**src/rtl/mem_attr_remap_pkg.sv**
```systemverilog
// Package: shared types for the memory attribute remap unit.
// Assumes a 2-bit memory type code and 2-bit cache policy codes.
package mem_attr_remap_pkg;
    typedef enum logic [1:0] {
        MT_STRONG = 2'b00,
        MT_DEVICE = 2'b01,
        MT_NORMAL = 2'b10
    } mem_type_e;

    typedef struct packed {
        mem_type_e  mtype;
        logic [1:0] inner;
        logic [1:0] outer;
        logic       shared;
    } attr_t;
endpackage

```
**src/rtl/mar_regbank.sv**
```systemverilog
// Module: banked storage for the remap registers.
// One register per (world, kind) slot; slot index = {world, kind}.
// Assumes one write per cycle; reset is synchronous active-low.
module mar_regbank #(
    parameter int REG_W   = 32,
    parameter int N_WORLD = 2,
    parameter int N_KIND  = 2
) (
    input  logic                                    clk,
    input  logic                                    rst_n,
    input  logic                                    wr_en,
    input  logic [$clog2(N_WORLD*N_KIND)-1:0]       wr_slot,
    input  logic [REG_W-1:0]                        wr_data,
    output logic [N_WORLD*N_KIND-1:0][REG_W-1:0]    regs_o
);
    localparam int N_SLOT = N_WORLD * N_KIND;

    for (genvar g = 0; g < N_SLOT; g++) begin : g_slot
        logic [REG_W-1:0] q;
        // Load this slot when the write targets it; clear on reset.
        always_ff @(posedge clk) begin
            if (!rst_n) begin
                q <= '0;
            end else if (wr_en && (wr_slot == g[$clog2(N_SLOT)-1:0])) begin
                q <= wr_data;
            end
        end
        assign regs_o[g] = q;
    end
endmodule

```
**src/rtl/mar_lookup.sv**
```systemverilog
// Module: combinational two-level attribute remap.
// Level one picks the memory type from the primary register by index;
// level two picks cache policies from the normal register when the type
// is normal. Shareability is remapped by type and the descriptor S bit.
// Assumes the primary register covers 8 two-bit type fields plus 4 share bits.
module mar_lookup
    import mem_attr_remap_pkg::*;
#(
    parameter int IDX_W = 3,
    parameter int REG_W = 32
) (
    input  logic [IDX_W-1:0]     idx_i,
    input  logic                 s_i,
    input  logic [2*(1<<IDX_W)+3:0] prim_i,
    input  logic [REG_W-1:0]     norm_i,
    output attr_t                attr_o
);
    localparam int N_ENT     = 1 << IDX_W;
    localparam int OUTER_OFS = 2 * N_ENT;
    localparam int SHARE_OFS = 2 * N_ENT;
    localparam int BIT_W     = $clog2(REG_W);

    logic [BIT_W-1:0] fld_lo;
    logic [1:0]       raw_type;

    // Bit offset of the entry field for this index.
    assign fld_lo   = BIT_W'({idx_i, 1'b0});
    assign raw_type = prim_i[fld_lo +: 2];

    // Decode type, select cache policies and remap shareability.
    always_comb begin
        attr_o = '0;
        unique case (raw_type)
            2'b00:   attr_o.mtype = MT_STRONG;
            2'b01:   attr_o.mtype = MT_DEVICE;
            default: attr_o.mtype = MT_NORMAL;
        endcase
        unique case (attr_o.mtype)
            MT_STRONG: attr_o.shared = 1'b1;
            MT_DEVICE: attr_o.shared = prim_i[SHARE_OFS + {1'b0, s_i}];
            default: begin
                attr_o.shared = prim_i[SHARE_OFS + 2 + {1'b0, s_i}];
                attr_o.inner  = norm_i[fld_lo +: 2];
                attr_o.outer  = norm_i[BIT_W'(OUTER_OFS) + fld_lo +: 2];
            end
        endcase
    end
endmodule

```
**src/rtl/mem_attr_remap.sv**
```systemverilog
// Module: top of the memory attribute remap unit.
// Holds banked remap registers and applies them to each lookup combinationally,
// so writes act on the lookup of the next cycle. Assumes REG_W = 32, IDX_W = 3.
module mem_attr_remap
    import mem_attr_remap_pkg::*;
#(
    parameter int REG_W = 32,
    parameter int IDX_W = 3
) (
    input  logic             clk,
    input  logic             rst_n,
    input  logic             wr_en,
    input  logic             wr_sel,
    input  logic             wr_secure,
    input  logic [REG_W-1:0] wr_data,
    input  logic             rd_sel,
    input  logic             rd_secure,
    output logic [REG_W-1:0] rd_data,
    input  logic             lk_tex0,
    input  logic             lk_c,
    input  logic             lk_b,
    input  logic             lk_s,
    input  logic             lk_secure,
    output logic [1:0]       mem_type,
    output logic [1:0]       inner_attr,
    output logic [1:0]       outer_attr,
    output logic             shareable
);
    localparam int N_SLOT = 4;
    localparam int PRIM_W = 2 * (1 << IDX_W) + 4;

    logic [N_SLOT-1:0][REG_W-1:0] regs_w;
    logic [REG_W-1:0]             prim_w;
    logic [REG_W-1:0]             norm_w;
    attr_t                        attr_w;

    mar_regbank #(.REG_W(REG_W), .N_WORLD(2), .N_KIND(2)) bank_i (
        .clk     (clk),
        .rst_n   (rst_n),
        .wr_en   (wr_en),
        .wr_slot ({wr_secure, wr_sel}),
        .wr_data (wr_data),
        .regs_o  (regs_w)
    );

    // Pick the register pair of the requesting world and the read target.
    always_comb begin
        prim_w  = regs_w[{lk_secure, 1'b0}];
        norm_w  = regs_w[{lk_secure, 1'b1}];
        rd_data = regs_w[{rd_secure, rd_sel}];
    end

    mar_lookup #(.IDX_W(IDX_W), .REG_W(REG_W)) look_i (
        .idx_i  ({lk_tex0, lk_c, lk_b}),
        .s_i    (lk_s),
        .prim_i (prim_w[PRIM_W-1:0]),
        .norm_i (norm_w),
        .attr_o (attr_w)
    );

    // Drive the attribute outputs from the lookup result.
    always_comb begin
        mem_type   = attr_w.mtype;
        inner_attr = attr_w.inner;
        outer_attr = attr_w.outer;
        shareable  = attr_w.shared;
    end
endmodule

```
**config.mk**
```make
export PLATFORM = sky130hd
export DESIGN_NAME = mem_attr_remap
export DESIGN_NICKNAME = d
export VERILOG_FILES = /design/src/rtl/mem_attr_remap_pkg.sv /design/src/rtl/mar_regbank.sv /design/src/rtl/mar_lookup.sv /design/src/rtl/mem_attr_remap.sv
export SDC_FILE = /design/constraint.sdc
export NUM_CORES = 1
export LEC_CHECK = 0
export BUFFER_PORTS_ARGS = -buffer_cell sky130_fd_sc_hd__buf_2
export CAP_MARGIN = 20
export CORE_MARGIN = 1
export CORE_UTILIZATION = 50
export DETAILED_ROUTE_END_ITERATION = 10
export PLACE_DENSITY = 0.74
export SYNTH_ARGS = -nofsm -noshare
export SYNTH_HDL_FRONTEND = slang
export SYNTH_SLANG_ARGS = --single-unit
```
**constraint.sdc**
```tcl
create_clock -name clk -period 1.8 [get_ports clk]
set_input_delay 0.18 -clock clk [delete_from_list [all_inputs] [get_ports clk]]
set_output_delay 0.18 -clock clk [all_outputs]
set_load 0.005 [all_outputs]
```
==> qor.yml, run 1 <==
finish:
  insertedDiodeCount: 0
  final_area_sq_um: 7609
  max_flop_register: "bank_i.g_slot.q"
  layout.cells.non_filler: 907
  drive_gt1_frac: 0.2869
  area_growth_syn_to_layout_pct: 21.38
  final_util: 0.6282
  nets: 770
  largest_register_ffs: 128
  reg.largest.list: "bank_i.g_slot.q x128"
  fillCellCount: 1016
synth:
  yosysWarningCount: 0
  ys_types: 22
  synth_top_area_cell: "dfxtp_1"
  synth_mux_area_frac: 0.2313
  synth_xor_area_frac: 0
  synth_fa_ha_area_frac: 0
  syn-cell-area_sq_um: 6269
  yosysMostFrequentCell: "nand2_1"
  synth_top_cells_by_area: "dfxtp_1 (41%), mux4_2 (23%), nand2_1 (15%)"
  yosys_register_bits: 128
  yosysTopAreaCellShare: 0.4088
  synth_flop_cell: "dfxtp_1"
  syn_nets: 695
  synth-simple-area-share: 0.1681
  synth_top_family_by_area: "multiplexers"
  synthCells: 651
  ys_seq_area_frac: 0.4088
  synth-compound-area-share: 0.1547
  ys_top_cells_by_count: "nand2_1 (257), a21boi_0 (128), dfxtp_1 (128)"
  ys_async_sr_fraction: 0
  synth_area_per_cell_sq_um: 9.629
  synth_edf_count: 0
setup_path:
  start_kind: "flip-flop"
  critical_path_arrival_ns: 2.21
  crit_path_max_fanout: 8
  path_class: "flip-flop to primary output"
  end_kind: "primary output"
  reg2reg_depth: 2
  critPathRequiredTime_ns: 1.62
floorplanning:
  start_util: 0.5176
  die_h_microns: 114.0
  placementRows: 40
  die_area_sq_um: 12990
  fp.coreArea_sq_um: 12110
  ioPinCount: 83
  die_w_microns: 114.0
timing:
  holdWs_ns: 0.04471
  worst_slack_ns: -0.5928
  maxSlewViolCount: 0
  period_share: 1.329
  fin_skew_ns: 0
  tightest_slew_ns: 0.4390
  fmax_ghz: 0.4179
  fin_crit_ns: 2.393
  timing_hold_violations_final: 0
  rsz0062_at_grt: "true"
  setup_violations: 7
  max_slew_margin: 0.7073
cts:
  cts_tree: "built"
  cts.sinks: 128
  clk_path_buf_depth: 2
  clk_pin_slew_ns: 0.06
  cts_max_level: 4
  cts_buffers: 17
  cts_setup_buffers: 0
  clk_latency_ns: 0.41
  root_buffer: "clkbuf_16"
place:
  io_buffers: 82
  place_area_sq_um: 6997
  hpwl_mm: 11.34
  dp_cells: 875
  place_congestion: 0.8392
power:
  powerDensity_nw_per_um2: 951.1
  power_leakage_nw: 2.819
  ir_worst_vdd_mv: 0.6406
route:
  drcViolationCount: 0
  drtAntennaViolNets: 0
  vias: 5372
  drt_wl_total_mm: 17.89
  drt_pass1_iterations: 5
  wl_per_cell_microns: 19.72
  routed_via_density: 5.923
  drt_iter0_drc: 551
global_routing:
  grtUsageTotal: 0.2930
  grt_overflow_total: 0
  antenna_found_initial: 0
  grt_pass1_vias: 5365
  grt_first_pass_wirelength_mm: 28.45
  grt_max_degree: 58
hold_path:
  worstHoldPathType: "input port to flip-flop"
  hold_depth: 3
run_status:
  status: "complete, but fails checks"
  violations: "setup timing"
job:
  drv_cap: 0
## worst paths after layout
kind / slack [ns] / end / startpoint
setup / recovery: -0.59 / shareable / bank_i.g_slot[2].q[15]
hold / removal: 0.04 / bank_i.g_slot[2].q[28] / wr_data[28]
setup reg to reg: 0.91 / bank_i.g_slot[3].q[19] / bank_i.g_slot[3].q[19]
hold reg to reg: 0.46 / bank_i.g_slot[2].q[24] / bank_i.g_slot[2].q[24]
## report_power, final
part	total, W	leakage (nW)	switching, W	internal, W
Combinational	0.000698	1.49	0.000366	0.000332
Sequential	0.00300	1.04	0.0000742	0.00293
Clock	0.00353	0.289	0.00125	0.00228
Total	0.00724	2.82	0.00169	0.00555
## cell families (layout without fill, tap and decap cells)
logic type,after synthesis,count (layout)
compound gates,129,129
simple gates,271,271
flops,128,128
buf+inv,57,145
mux,66,66
## layout make-up
| class | count | area (sq um) | area share |
|---|---|---|---|
| flip-flops and latches | 128 | 2565 | 0.3371 |
| clock buffers | 23 | 478.0 | 0.06282 |
| clock inverters | 9 | 131.4 | 0.01727 |
| multi-input cells | 466 | 3481 | 0.4575 |
| repair buffers | 113 | 743.2 | 0.09768 |
| well taps | 168 | 210.2 | 0.02763 |
## critical path: stages (launching register included)
cell and delay, ns:
dfxtp_2 0.31, mux4_2 0.47, mux4_2 0.61, o31a_1 0.27, buf_2 0.12
## per-layer routing
layer	vias up	GRT usage	routed length [microns]
li1	2403	-	-
met2	250	0.5067	9134
met1	2663	0.3475	6968
met4	0	0.1316	559
met5	-	0	0
met3	56	0.06748	1224
## layout by cell type, fill, tap and decap left out, types with 2 or more instances in the layout
cell type,n
a21boi_0,128
dfxtp_2,2
bufinv_16,3
and2_1,4
buf_2,82
nand2_1,257
clkinvlp_4,3
mux4_2,63
clkbuf_8,3
dfxtp_1,126
buf_4,23
mux2i_1,2
buf_12,8
clkbuf_16,17
clkinv_2,2
clkbuf_1,3
## timing repair
item                       4_1_cts  5_1_grt
hold buffers                     0        0
pin swaps                        1        1
setup endpoints to repair        7        7
resized for setup                0        2
gates cloned                     0        0
## metrics by stage
| step | power [W] | worst slack, ns | setup TNS (ns) |
|---|---|---|---|
| 6_report | 0.007237 | -0.5928 | -3.516 |
| 5_1_grt | 0.007447 | -0.6517 | -3.925 |
| 4_1_cts | 0.007251 | -0.6014 | -3.544 |
| 3_5_place_dp | 0.003753 | -0.3671 | -1.952 |
| 3_3_place_gp | 0.003724 | -0.3132 | -1.687 |
| 2_1_floorplan | 0.003455 | 0.003546 | 0 |
Note: power is estimated with default switching activity, not from simulation.
==> run 2: changes to the inputs <==
ABC_AREA = 1   (was unset)
==> qor.yml, run 2 <==
run_status:
  status: "completed"
synth:
  syn-cell-area_sq_um: 6307  # +0.62%
  synth_top_cells_by_area: "dfxtp_1 (41%), o21ai_0 (16%), nor2_1 (13%)"
  yosysWarningCount: 0  # unchanged
  yosysTopAreaCellShare: 0.4063  # -0.002514
  ys_types: 21  # -4.5%
  yosys_register_bits: 128  # unchanged
  synthCells: 951  # +46%
  ys_top_cells_by_count: "nor2_1 (222), o21ai_0 (201), dfxtp_1 (128)"
  ys_seq_area_frac: 0.4063  # -0.002514
  synth_edf_count: 0  # unchanged
  syn_nets: 995  # +43%
  yosysMostFrequentCell: "nor2_1"
  synth_flop_cell: "dfxtp_1"
  synth_top_area_cell: "dfxtp_1"
  synth_area_per_cell_sq_um: 6.632  # -31%
  ys_async_sr_fraction: 0  # unchanged
power:
  seq_power_share: 0.419  # +0.004
  ir_worst_vdd_mv: 0.6461  # +0.85%
  pwr-share-comb: 0.139  # +0.043
  powerDensity_nw_per_um2: 978.9  # +2.9%
  p_clk_frac: 0.442  # -0.046
  p_sw_w: 0.001946  # +15%
  cellInternalPower_w: 0.005379  # -3.0%
  power_leakage_nw: 3.167  # +12%
  p_sw_frac: 0.2657  # +0.03212
finish:
  final_util: 0.6153  # -0.01287
  area_growth_syn_to_layout_pct: 18.65
  nets: 1051  # +36%
  reg.largest.list: "bank_i.g_slot.q x128"
  insertedDiodeCount: 0  # unchanged
  final_cell_mix: "nor2_1 (221), o21ai_0 (196), dfxtp_1 (120)"
  mostFrequentLayoutCell: "nor2_1"
  largest_register_ffs: 128  # unchanged
  max_flop_register: "bank_i.g_slot.q"
  drive_gt1_frac: 0.1690  # -0.1179
timing:
  fmax_ghz: 0.5586  # +34%
  maxSlewViolCount: 0  # unchanged
  max_slew_margin: 0.6922  # -0.01510
  fin_skew_ns: 0  # unchanged
  fin_crit_ns: 1.790  # -0.6026 ns
  setup_violations: 0  # -7
  rsz0062_at_grt: "true"
  worst_slack_ns: 0.009758  # +0.6026 ns
  timing_hold_violations_final: 0  # unchanged
  tightest_slew_ns: 0.4617  # +0.02265 ns
  period_share: 0.9946  # -0.3348
route:
  drt_pass1_iterations: 7  # +2
  vias: 6562  # +22%
  drt_iter0_drc: 506  # -8.2%
  wl_per_cell_microns: 15.85  # -20%
  routed_via_density: 5.533  # -6.6%
  drtAntennaViolNets: 0  # unchanged
  drcViolationCount: 0  # unchanged
  drt_wl_total_mm: 18.80  # +5.1%
floorplanning:
  fp.coreArea_sq_um: 12160  # +0.41%
  ioPinCount: 83  # unchanged
  placementRows: 40  # unchanged
  die_h_microns: 114.3  # +0.30%
  start_util: 0.5186  # +0.001059
  die_area_sq_um: 13070  # +0.61%
  die_w_microns: 114.3  # +0.30%
global_routing:
  grt_max_degree: 122  # +110%
  grt_first_pass_wirelength_mm: 30.19  # +6.1%
  antenna_found_initial: 0  # unchanged
  grt_pass1_vias: 5904  # +10%
  grtUsageTotal: 0.3000  # +0.007018
  grt_overflow_total: 0  # unchanged
setup_path:
  crit_path_max_fanout: 8  # unchanged
  path_buf_inv: 2  # +1
  r2r_slack_ns: 1.11  # +0.20 ns
  cp_cell_sequence: "nor2_1, nor2_1, o21ai_1, nand3_2, nand3_2, nand2_4, inv_2, o21ai_2, nand2_1, buf_2"
  crit_family: "simple AND/OR/NAND/NOR gates"
  critical_path_arrival_ns: 1.61  # -0.60 ns
  end_kind: "primary output"
  path_class: "flip-flop to primary output"
  start_kind: "flip-flop"
  crit_path_max_incr_delay_ns: 0.37  # -0.24 ns
  critPathRequiredTime_ns: 1.62  # about the same
  crit_slowest_cell: "dfxtp_1"
hold_path:
  worstHoldPathType: "input port to flip-flop"
place:
  dp_slack_ns: 0.1802  # +0.5474 ns
  hpwl_mm: 11.85  # +4.6%
  place_congestion: 0.8389  # about the same
  io_buffers: 82  # unchanged
cts:
  cts_hold_buffers: 0  # unchanged
  root_buffer: "clkbuf_16"
  cts_buffers: 17  # unchanged
  cts_max_level: 4  # unchanged
  cts_tree: "built"
  clk_latency_ns: 0.42  # about the same
  cts.sinks: 128  # unchanged
  clk_path_buf_depth: 2  # unchanged
  clk_pin_slew_ns: 0.06  # about the same
job:
  drv_cap: 0  # unchanged
-- run 2: cell count changes after synthesis, moves of 6 or more --
cell	change
a21boi_0	-128
a21oi_1	+74
buf_2	+16
buf_6	+8
inv_1	+56
mux4_2	-63
nand2_1	-180
nand3_1	+52
nor2_1	+220
o211ai_1	+6
o21ai_0	+201
o21ai_1	+15
o22ai_1	+32
-- run 2: worst reg2reg max path: stages (launching register included) --
cell and delay [ns]:
dfxtp_1 0.33, o21ai_0 0.20, nor2_1 0.06
-- run 2: path summary, 6_finish.rpt --
check | from | end | cells after the start
min reg2reg | bank_i.g_slot[3].q[3] | bank_i.g_slot[3].q[3] | 2
min | wr_data[6] | bank_i.g_slot[1].q[6] | 3
max reg2reg | bank_i.g_slot[1].q[29] | bank_i.g_slot[1].q[29] | 2
max | bank_i.g_slot[0].q[3] | shareable | 10
-- run 2: metal layers --
layer  share of wire  global-route usage
met1            0.45              0.3930
met2            0.47              0.4832
met3           0.056             0.06511
met4           0.022              0.1152
met5               0                   0
-- run 2: power by group through the flow --
stage | registers, W | clock network, W | logic [W]
after global routing | 0.00309 | 0.00340 | 0.00113
after CTS | 0.00307 | 0.00326 | 0.000999
final | 0.00307 | 0.00323 | 0.00102
after detailed placement | 0.00312 | 0 | 0.000987
after floorplan | 0.00310 | 0 | 0.000632
after global placement | 0.00312 | 0 | 0.000975
-- run 2: area by class of cell --
cell class	count	area, sq um
Fill cell	1187	4678
Inverter	62	235.2
Clock inverter	6	57.56
Timing Repair Buffer	112	723.2
Sequential cell	128	2572
Tap cell	168	210.2
Clock buffer	24	491.7
Multi-Input combinational cell	686	3193
-- run 2: cell families (layout without fill, tap and decap cells) --
kind of cell / after synthesis / in the layout / synth area share
compound gates: 331 / 331 / 0.2732
buf+inv: 137 / 204 / 0.09760
flops: 128 / 128 / 0.4063
simple gates: 355 / 355 / 0.2230
-- run 2: what timing repair did --
item                       CTS  global route
buffers inserted             0             1
gates resized for setup      6            24
gates cloned                 0             0
pin swaps                    1             5
setup endpoints to repair    5             6
-- run 2: per-stage QoR --
stage / instance area, sq um / hold WS, ns / power [W] / instances / TNS, ns
finish: 7483 / 0.02894 / 0.007325 / 1186 / 0
global route: 7483 / 0.03449 / 0.007621 / 1186 / -0.3657
CTS: 7422 / 0.01456 / 0.007328 / 1185 / 0
detailed placement: 6855 / 0.4535 / 0.004111 / 1155 / 0
global placement: 6855 / 0.4486 / 0.004097 / 1155 / 0
floorplan: 6307 / 0.3149 / 0.003731 / 951 / 0
==> run 3: changes to the inputs <==
CAP_MARGIN = unset   (was 20)
PLACE_DENSITY = 0.73   (was 0.74)
SYNTH_HIERARCHICAL = 1   (was unset)
==> qor.yml, run 3 <==
run_status:
  status: "complete, but fails checks"
  violations: "setup timing"
finish:
  multi_input_area_sq_um: 3970  # +24%
  mostFrequentLayoutCell: "nand2_1"
  fillCellCount: 1549  # +30%
  largest_register_ffs: 128  # unchanged
  nets: 1521  # +45%
  layout.cells.non_filler: 1701  # +43%
  final_cell_mix: "nand2_1 (488), inv_1 (270), nor2_1 (224)"
  max_flop_register: "bank_i/g_slot.q"
  area_growth_syn_to_layout_pct: 14.44
  register_area_sq_um: 2587  # +0.58%
  insertedDiodeCount: 0  # unchanged
  reg.largest.list: "bank_i/g_slot.q x128"
  drive_gt1_frac: 0.1342  # -0.03473
global_routing:
  grt_first_pass_wirelength_mm: 34.85  # +15%
  grt_overflow_total: 0  # unchanged
  busiest_layer: "met2"
  grt_max_degree: 65  # -47%
  use_met2: 0.4439  # -0.03935
  grtUsageTotal: 0.2662  # -0.03379
  grtUsageMet3: 0.05530  # -0.009812
  grt_pass1_vias: 7210  # +22%
  grtUsageMet1: 0.3529  # -0.04010
  antenna_found_initial: 0  # unchanged
cts:
  cts_hold_buffers: 0  # unchanged
  clk_path_buf_depth: 2  # unchanged
  root_buffer: "clkbuf_16"
  cts.sinks: 128  # unchanged
  cts_max_level: 4  # unchanged
  cts_buffers: 17  # unchanged
  clk_latency_ns: 0.42  # about the same
  clk_pin_slew_ns: 0.06  # about the same
  cts_tree: "built"
synth:
  synth_top_cells_by_area: "dfxtp_1 (32%), nand2_1 (23%), inv_1 (13%)"
  syn_nets: 1479  # +49%
  synth_area_per_cell_sq_um: 5.590  # -16%
  syn-cell-area_sq_um: 8021  # +27%
  yosysWarningCount: 6  # +6
  yosys_register_bits: 128  # unchanged
  yosysTopAreaCellShare: 0.3195  # -0.08682
  ys_types: 21  # unchanged
  synthCells: 1435  # +51%
  synth_top_area_cell: "dfxtp_1"
  ys_top_cells_by_count: "nand2_1 (492), inv_1 (279), nor2_1 (224)"
  synth_edf_count: 0  # unchanged
  ys_seq_area_frac: 0.3195  # -0.08682
  ys_async_sr_fraction: 0  # unchanged
  synth_flop_cell: "dfxtp_1"
  yosysMostFrequentCell: "nand2_1"
timing:
  max_slew_margin: 0.6557  # -0.03648
  setup_violations: 4  # +4
  fmax_ghz: 0.5343  # -4.3%
  fin_crit_ns: 1.872  # +0.08137 ns
  maxSlewViolCount: 0  # unchanged
  rsz0062_at_grt: "true"
  tightest_slew_ns: 0.5158  # +0.05415 ns
  fin_skew_ns: 0  # unchanged
  period_share: 1.040  # +0.04520
  setup_tns_ns: -0.2005  # -0.2005 ns
  worst_slack_ns: -0.07161  # -0.08137 ns
  timing_hold_violations_final: 0  # unchanged
setup_path:
  r2r-end: "bank_i/g_slot[2].q[10]"
  timing.rr.start: "bank_i/g_slot[2].q[10]"
  reg2reg_depth: 4  # +2
  path_class: "flip-flop to primary output"
  start_kind: "flip-flop"
  end_kind: "primary output"
  critical_path_arrival_ns: 1.69  # +0.08 ns
  critPathRequiredTime_ns: 1.62  # about the same
  crit_path_max_fanout: 7  # -1
  r2r_slack_ns: 1.09  # -0.02 ns
floorplanning:
  fp.coreArea_sq_um: 15430  # +27%
  start_util: 0.5200  # +0.001330
  placementRows: 45  # +13%
  die_h_microns: 128.7  # +13%
  die_w_microns: 128.7  # +13%
  ioPinCount: 83  # unchanged
  die_area_sq_um: 16550  # +27%
route:
  drtAntennaViolNets: 0  # unchanged
  wl_per_cell_microns: 12.41  # -22%
  drcViolationCount: 0  # unchanged
  drt_pass1_iterations: 7  # unchanged
  vias: 8121  # +24%
  drt_iter0_drc: 536  # +5.9%
  routed_via_density: 4.774  # -14%
  drt_wl_total_mm: 21.11  # +12%
hold_path:
  worstHoldStart: "wr_data[3]"
  hold_end: "bank_i/g_slot[1].q[3]"
  hold_depth: 3  # unchanged
  worstHoldPathType: "input port to flip-flop"
job:
  drv_cap: 0  # unchanged
power:
  report.power.total_w: 0.007694  # +5.0%
  powerDensity_nw_per_um2: 838.1  # -14%
  power_leakage_nw: 4.966  # +57%
  ir_worst_vdd_mv: 0.8473  # +31%
place:
  dp_cells: 1670  # +45%
  hpwl_mm: 13.37  # +13%
  place_congestion: 0.8655  # +3.2%
  io_buffers: 82  # unchanged
-- run 3: how the worst max path moves through the flow --
stage	start	slack, ns	cells past startpoint	endpoint
finish	bank_i/g_slot[2].q[7]	-0.07	9	inner_attr[0]
global route	bank_i/g_slot[2].q[15]	-0.16	12	shareable
CTS	bank_i/g_slot[0].q[1]	-0.05	9	outer_attr[1]
detailed placement	lk_secure	-0.002	11	outer_attr[0]
global placement	lk_secure	0.004	11	outer_attr[0]
floorplan	lk_secure	0.49	13	shareable
-- run 3: metal layers --
metal / vias to the layer above / part of all wire
met1: 3603 / 0.47
met5: - / 0
met4: 0 / 0.011
met2: 213 / 0.46
li1: 4284 / -
met3: 21 / 0.056
-- run 3: stage by stage --
step | utilization | setup slack, ns | hold WS (ns) | instance area (sq um)
after floorplan | - | 0.4852 | 0.3149 | 8021
after global placement | 0.5512 | 0.004154 | 0.4556 | 8503
after detailed placement | 0.5512 | -0.002015 | 0.4631 | 8503
after CTS | 0.5908 | -0.05034 | 0.02205 | 9114
after global routing | 0.5951 | -0.1573 | 0.02825 | 9180
final | 0.5951 | -0.07161 | 0.02964 | 9180
-- run 3: area by class of cell --
cell class              instances  share of cell area
clock inverters                13             0.01240
repair buffers                106             0.07960
multi-input cells             942              0.4325
flip-flops and latches        128              0.2819
well taps                     211             0.02876
clock buffers                  19             0.04934
inverters                     282              0.1156
-- run 3: cells by family after synthesis --
kind of cell	synth area share
AND/OR/NAND/NOR	0.4196
buffers and inverters	0.1978
flip-flops	0.3195
AO/OA/AOI/OAI	0.06068
multiplexers	0.002496
-- run 3: timing repair --
action	in CTS	in global routing
buffers inserted	0	1
setup endpoints to repair	6	7
gates resized for setup	33	44
pin swaps	7	13
-- run 3: critical path: stages (launching register included) --
cell	delay (ns)
dfxtp_2	0.36
nand2_1	0.06
o21ai_1	0.07
inv_1	0.05
nand2_1	0.06
nand3_1	0.09
nand3_2	0.10
nand2_4	0.11
nor3_1	0.20
buf_2	0.16
-- run 3: power breakdown --
group	total, W	leakage [nW]	switching [W]	internal (W)
Combinational	0.00130	3.64	0.000832	0.000467
Sequential	0.00309	1.06	0.0000960	0.00299
Clock	0.00331	0.267	0.00134	0.00197
Total	0.00769	4.97	0.00227	0.00542
